==> src/rtl/abf_pkg.sv <==
package abf_pkg;
  localparam logic [1:0] MODE_512 = 2'b10;
  localparam logic [1:0] MODE_256 = 2'b11;

  function automatic logic mode_ok(input logic [1:0] m);
    return m[1];
  endfunction
endpackage

==> src/rtl/abf_mode_ctrl.sv <==
module abf_mode_ctrl
  import abf_pkg::*;
(
  input  logic       clk_i,
  input  logic       rst_ni,
  input  logic [1:0] mode_i,
  input  logic       mode_upd_i,
  input  logic       bound_i,
  output logic       sel256_o,
  output logic       lock_err_o
);
  logic [1:0] pend_q, cur_q;
  logic       err_q;

  always_ff @(posedge clk_i or negedge rst_ni) begin
    if (!rst_ni) begin
      pend_q <= MODE_512;
      cur_q  <= MODE_512;
      err_q  <= 1'b0;
    end else begin
      if (mode_upd_i) begin
        if (mode_ok(mode_i)) begin
          pend_q <= mode_i;
          err_q  <= 1'b0;
        end else begin
          err_q  <= 1'b1;
        end
      end
      // ratio only moves on a frame boundary
      if (bound_i) cur_q <= pend_q;
    end
  end

  assign sel256_o   = (cur_q == MODE_256);
  assign lock_err_o = err_q;
endmodule

==> src/rtl/abf_bit_div.sv <==
module abf_bit_div #(
  parameter int DIV_512 = 8,
  parameter int DIV_256 = 4,
  parameter int CNT_W   = $clog2(DIV_512)
) (
  input  logic clk_i,
  input  logic rst_ni,
  input  logic sel256_i,
  output logic bclk_o,
  output logic last_o
);
  localparam logic [CNT_W-1:0] LIM_512  = CNT_W'(DIV_512 - 1);
  localparam logic [CNT_W-1:0] LIM_256  = CNT_W'(DIV_256 - 1);
  localparam logic [CNT_W-1:0] HALF_512 = CNT_W'(DIV_512 / 2);
  localparam logic [CNT_W-1:0] HALF_256 = CNT_W'(DIV_256 / 2);

  logic [CNT_W-1:0] cnt_q, lim, half;

  assign lim    = sel256_i ? LIM_256 : LIM_512;
  assign half   = sel256_i ? HALF_256 : HALF_512;
  assign last_o = (cnt_q == lim);
  assign bclk_o = (cnt_q >= half);

  always_ff @(posedge clk_i or negedge rst_ni) begin
    if (!rst_ni)     cnt_q <= '0;
    else if (last_o) cnt_q <= '0;
    else             cnt_q <= cnt_q + 1'b1;
  end
endmodule

==> src/rtl/abf_frame_cnt.sv <==
module abf_frame_cnt #(
  parameter int HALF_BITS = 32,
  parameter int BIT_W     = $clog2(HALF_BITS)
) (
  input  logic clk_i,
  input  logic rst_ni,
  input  logic tick_i,
  output logic lrclk_o,
  output logic bound_o
);
  localparam logic [BIT_W-1:0] LAST_BIT = BIT_W'(HALF_BITS - 1);

  logic [BIT_W-1:0] bit_q;
  logic             lr_q;

  assign bound_o = tick_i && (bit_q == LAST_BIT);
  assign lrclk_o = lr_q;

  always_ff @(posedge clk_i or negedge rst_ni) begin
    if (!rst_ni) begin
      bit_q <= '0;
      lr_q  <= 1'b0;
    end else if (bound_o) begin
      bit_q <= '0;
      lr_q  <= ~lr_q;
    end else if (tick_i) begin
      bit_q <= bit_q + 1'b1;
    end
  end
endmodule

==> src/rtl/abf_clk_div.sv <==
module abf_clk_div #(
  parameter int DIV_512   = 8,
  parameter int DIV_256   = 4,
  parameter int HALF_BITS = 32
) (
  input  logic       clk_i,
  input  logic       rst_ni,
  input  logic [1:0] mode_i,
  input  logic       mode_upd_i,
  output logic       bclk_o,
  output logic       lrclk_o,
  output logic       lock_err_o
);
  localparam int CNT_W = $clog2(DIV_512);
  localparam int BIT_W = $clog2(HALF_BITS);

  logic sel256, bit_last, bound;

  abf_mode_ctrl u_mode (
    .clk_i      (clk_i),
    .rst_ni     (rst_ni),
    .mode_i     (mode_i),
    .mode_upd_i (mode_upd_i),
    .bound_i    (bound),
    .sel256_o   (sel256),
    .lock_err_o (lock_err_o)
  );

  abf_bit_div #(.DIV_512(DIV_512), .DIV_256(DIV_256), .CNT_W(CNT_W)) u_bit (
    .clk_i    (clk_i),
    .rst_ni   (rst_ni),
    .sel256_i (sel256),
    .bclk_o   (bclk_o),
    .last_o   (bit_last)
  );

  abf_frame_cnt #(.HALF_BITS(HALF_BITS), .BIT_W(BIT_W)) u_frame (
    .clk_i   (clk_i),
    .rst_ni  (rst_ni),
    .tick_i  (bit_last),
    .lrclk_o (lrclk_o),
    .bound_o (bound)
  );
endmodule

==> config.mk <==
export PLATFORM = sky130hd
export DESIGN_NAME = abf_clk_div
export DESIGN_NICKNAME = d
export VERILOG_FILES = /design/src/rtl/abf_pkg.sv /design/src/rtl/abf_mode_ctrl.sv /design/src/rtl/abf_bit_div.sv /design/src/rtl/abf_frame_cnt.sv /design/src/rtl/abf_clk_div.sv
export SDC_FILE = /design/constraint.sdc
export NUM_CORES = 1
export LEC_CHECK = 0
export BUFFER_PORTS_ARGS = -buffer_cell sky130_fd_sc_hd__buf_2
export CORE_MARGIN = 2
export CORE_UTILIZATION = 34
export DETAILED_ROUTE_END_ITERATION = 10
export SLEW_MARGIN = 20
export SYNTH_ARGS = -nofsm -noshare
export SYNTH_HDL_FRONTEND = slang
export SYNTH_SLANG_ARGS = --single-unit
==> constraint.sdc <==
create_clock -name clk_i -period 2 [get_ports clk_i]
set_input_delay 0.1 -clock clk_i [delete_from_list [all_inputs] [get_ports clk_i]]
set_output_delay 0.1 -clock clk_i [all_outputs]
set_load 0.02 [all_outputs]
---- Yosys cells after proc, flatten, opt, wreduce, memory -nomap -nowiden ----
Index checks and enable logic that the tools add are counted.
storage, ports and cells
  flip-flop bits (word level) ............. 12
  logic and storage cells ................. 21
  input bits .............................. 5
operators by class
  muxes and demuxes ....................... 6
  reduce and logical (&&, ||, !) cells .... 3
  bitwise logic cells ..................... 1
  order comparisons ....................... 1
  $add $sub $neg .......................... 2
  equal/unequal tests ..................... 2
operators with widths
  cell                                                            number
  5-bit two-way mux                                               2
  3-bit two-way mux                                               3
  5-bit by 1-bit adder with 5-bit output (second input constant)  1
  5-bit equality test (second input constant)                     1
  3-bit by 1-bit adder with 3-bit output (second input constant)  1
  3-bit equality test                                             1
  3-bit greater-or-equal comparator                               1
  2-bit AND reduction                                             1
  2-bit nonzero test                                              1
  1-bit logical AND                                               1
  1-bit two-way mux                                               1
  1-bit inverter                                                  1

---- Logic depth before layout (Yosys ltp) ----
  depth in word-level cells ............... 4
  mapped depth ............................ 6

---- Hierarchy ----
Synthesis repeated with hierarchy kept, for this count alone.
unflattened totals
  cells, all modules ...................... 48
  area, all modules ....................... 595.6 um^2
by module, submodules not included
  module         area an instance (um^2)  sequential area each (um^2)  times used  cells an instance
  abf_frame_cnt  314.1                    150.1                        1           26
  abf_bit_div    162.7                    75.1                         1           14
  abf_mode_ctrl  118.9                    75.1                         1           8

---- Worst setup path after synthesis ----
No wires, ideal clock.
  path type ............................... reg2reg
  start ................................... reg u_frame.bit_q[0]
  end ..................................... reg u_mode.cur_q[0]
  library setup time ...................... 0.128 ns
  arrival ................................. 1.434 ns
  cell stages (with the launch flop) ...... 6
  data required time ...................... 1.872 ns
  path slack .............................. 0.438 ns
  path through ............................ dfrtp_1 -> ha_1 -> and3_1 -> ha_1 -> nand3_1 -> mux2_1
on the way
  word-level cells in the longest chain between the ends .. 2
ends and longest elaborated chain
  element                   line                 RTL
  start: declaration        abf_frame_cnt.sv:13  logic [BIT_W-1:0] bit_q;
  start signal: assignment  abf_frame_cnt.sv:27  bit_q <= bit_q + 1'b1;
  5-bit equality test       abf_frame_cnt.sv:16  assign bound_o = tick_i && (bit_q == LAST_BIT);
  1-bit logical AND         abf_frame_cnt.sv:16
  end signal: assignment    abf_mode_ctrl.sv:30  if (bound_i) cur_q <= pend_q;
  end: declaration          abf_mode_ctrl.sv:12  logic [1:0] pend_q, cur_q;
No other way between the ends.
A chain may end at the register's enable or synchronous reset.

---- Worst setup path in the final report ----
Same ends and word-level chain as after synthesis.

==> impl_metrics.py <==
metrics = {
    "outcome": {
        "status": "finished clean",
    },
    "layout": {
        "layout-drive-gt1-share": 0.213,
        "final_cell_area_um2": 654,
        "antenna_cells": 0,
        "final_cell_mix": "dfrtp_1, buf_2, o21ai_1, ha_1",
        "fill_cells": 156,
        "fin_nets": 73,
        "final_common_cell": "dfrtp_1",
        "final_cells": 77,
        "syn_to_final_growth_pct": 15.5,
    },
    "grt": {
        "grt_pass1_vias": 418,
        "grt_pass1_wl_um": 1760,
        "antenna_found_initial": 0,
        "globalRoute.totalOverflow": 0,
        "use_met2": 0.194,
        "grt_use_met3": 0.0480,
        "grt_max_degree": 13,
        "gr-usage-all-layers": 0.134,
        "use_met1": 0.143,
        "top_usage_layer": "met2",
    },
    "sta": {
        "finalCritPeriodShare": 0.837,
        "whs_ns": 0.0136,
        "rsz0062_at_grt": "no",
        "setup_slack_ns": 0.326,
        "tightest_slew_ns": 0.265,
        "max_freq_mhz": 597,
        "drv_slew": 0,
        "hold_viol": 0,
        "finalSetupViolations": 0,
        "slew_headroom": 0.823,
        "fin_crit_ns": 1.67,
        "fin_skew_ns": 0.00165,
        "setup_tns_ns": 0,
    },
    "logic_synthesis": {
        "synth_top_area_frac": 0.530,
        "yosys_warnings": 0,
        "synth_seq_cells": 12,
        "synthMuxAreaShare": 0.0751,
        "synth_top_family_by_area": "simple AND/OR/NAND/NOR gates",
        "synthAdderAreaFrac": 0.110,
        "synth_xor_area_frac": 0.0155,
        "synth_top_area_cell": "dfrtp_1",
        "synth_cell_types": 19,
        "syn-instance-count": 50,
        "yosysSeqAreaShare": 0.530,
        "synth-simple-area-share": 0.132,
        "synth_compound_area_frac": 0.117,
        "syn_avg_cell_area_um2": 11.3,
        "synth_area_leaders": "dfrtp_1, ha_1, o21ai_1",
        "syn_nets": 60,
        "syn-cell-area_um2": 567,
    },
    "critical_path": {
        "arrival_ns": 1.83,
        "worstPathMaxFanout": 6,
        "crit_type": "flop to flop",
        "crit_path_frequent_cell": "ha_1",
        "cpMaxStageDelayCell": "dfrtp_1",
        "crit_family": "adder cells",
        "slowest_delay_ns": 0.42,
        "critPathCaptureType": "flop",
        "worstPathRequired_ns": 2.16,
        "crit_chain": "ha_1 -> and3_1 -> ha_1 -> nand3_1 -> mux2_1",
        "cp-start-kind": "flop",
        "crit_buf_inv": 0,
    },
    "clock_network": {
        "clockBufferDepth": 2,
        "cts_buffers": 3,
        "tritoncts": "built",
        "htreeDepth": 1,
        "clkSinkCount": 12,
        "post_cts_buffers": 0,
        "clock_latency_ns": 0.27,
        "cts_resized": 0,
        "root_buffer": "clkbuf_4",
        "clk_pin_slew_ns": 0.07,
        "cts_hold_buf": 1,
    },
    "placement": {
        "gp_congestion": 0.810,
        "placed_cells": 73,
        "dpl_cell_area_um2": 622,
        "io_buffers": 7,
        "place_hpwl_um": 727,
        "place_ws_ns": 0.336,
    },
    "floorplanning": {
        "core_area_mm2": 0.00154,
        "start_util": 0.368,
        "ios": 8,
        "die_w_um": 44.8,
        "num_rows": 14,
        "die_y_um": 44.8,
        "die_area_mm2": 0.00201,
    },
    "power": {
        "peakVddDrop_mv": 0.322,
        "powerDensity_mw_per_mm2": 632,
        "p_leak_nw": 0.335,
    },
    "drt": {
        "first_pass_iters": 4,
        "viasPerCell": 5.10,
        "vias": 393,
        "drt_iter0_drc": 3,
        "final_antenna_net_count": 0,
        "drc": 0,
        "wl_per_cell_um": 12.0,
        "wl_um": 925,
    },
    "min_path": {
        "hold_class": "input port to flop",
    },
    "run": {
        "drv_cap": 0,
    },
}
==> cell usage after synthesis <==
cell and number:
inv_1 3, xnor2_1 1, mux2_1 2, o21ai_1 6, a31oi_1 1, nand2_1 4, nor2_1 1, a21o_1 1
mux2i_1 2, and3_1 1, dfrtp_1 12, nand2b_1 4, ha_1 5, o21ai_0 1, or2_4 1, nand3_1 2
a21oi_1 1, nand2_2 1, o31ai_2 1
==> layer usage <==
layer	wire (um)	vias up
met4	38	0
met1	426	183
met2	413	9
met3	46	4
met5	0	-
li1	-	197
==> registers in the layout (all words and copies together) (netlist names) <==
signal,cells
u_frame.bit_q,5
u_bit.cnt_q,3
u_frame.lrclk_o,1
u_mode.cur_q,1
u_mode.lock_err_o,1
u_mode.pend_q,1
==> metrics by stage <==
step | utilization | power (mW)
4_1_cts | 0.425 | 0.423
3_5_place_dp | 0.403 | 0.274
5_1_grt | 0.425 | 0.436
6_report | 0.425 | 0.414
2_1_floorplan | - | 0.262
3_3_place_gp | 0.403 | 0.273
==> worst paths after layout <==
kind,start,depth (start not counted),slack [ns],endpoint
max,u_frame.bit_q[0],5,0.33,u_mode.cur_q[0]
min,mode_i[1],2,0.01,u_mode.lock_err_o
max reg2reg,u_frame.bit_q[0],5,0.33,u_mode.cur_q[0]
min reg2reg,u_frame.lrclk_o,1,0.47,u_frame.lrclk_o
max in group asynchronous,rst_ni,2,1.56,u_frame.bit_q[3]
min in group asynchronous,rst_ni,2,0.23,u_mode.lock_err_o
==> layout make-up <==
| type | instances | area, um^2 | area share |
|---|---|---|---|
| inverter | 3 | 11.3 | 0.0172 |
| timing repair buffer | 8 | 45.0 | 0.0688 |
| multi-input combinational | 35 | 255 | 0.390 |
| clock buffer | 3 | 22.5 | 0.0344 |
| tap | 16 | 20.0 | 0.0306 |
| sequential | 12 | 300 | 0.459 |
==> worst register-to-register path, stage by stage, from the launching register on <==
cell and delay, ns:
dfrtp_1 0.42, ha_1 0.24, and3_1 0.19, ha_1 0.24, nand3_1 0.14, mux2_1 0.33
==> power by group <==
group          internal, mW  switching (mW)
clock network        0.0697          0.0741
registers             0.248         0.00228
logic               0.00875          0.0111
==> cell families (layout without fill, tap and decap cells) <==
kind of cell	count (synthesis)	after routing
adder cells (fa/ha/maj)	5	5
XOR/XNOR	1	1
multiplexers	4	4
AND/OR/NAND/NOR	14	14
buffers and inverters	3	14
flip-flops	12	12
AO/OA/AOI/OAI	11	11
Power figures use the tool's default switching activity.
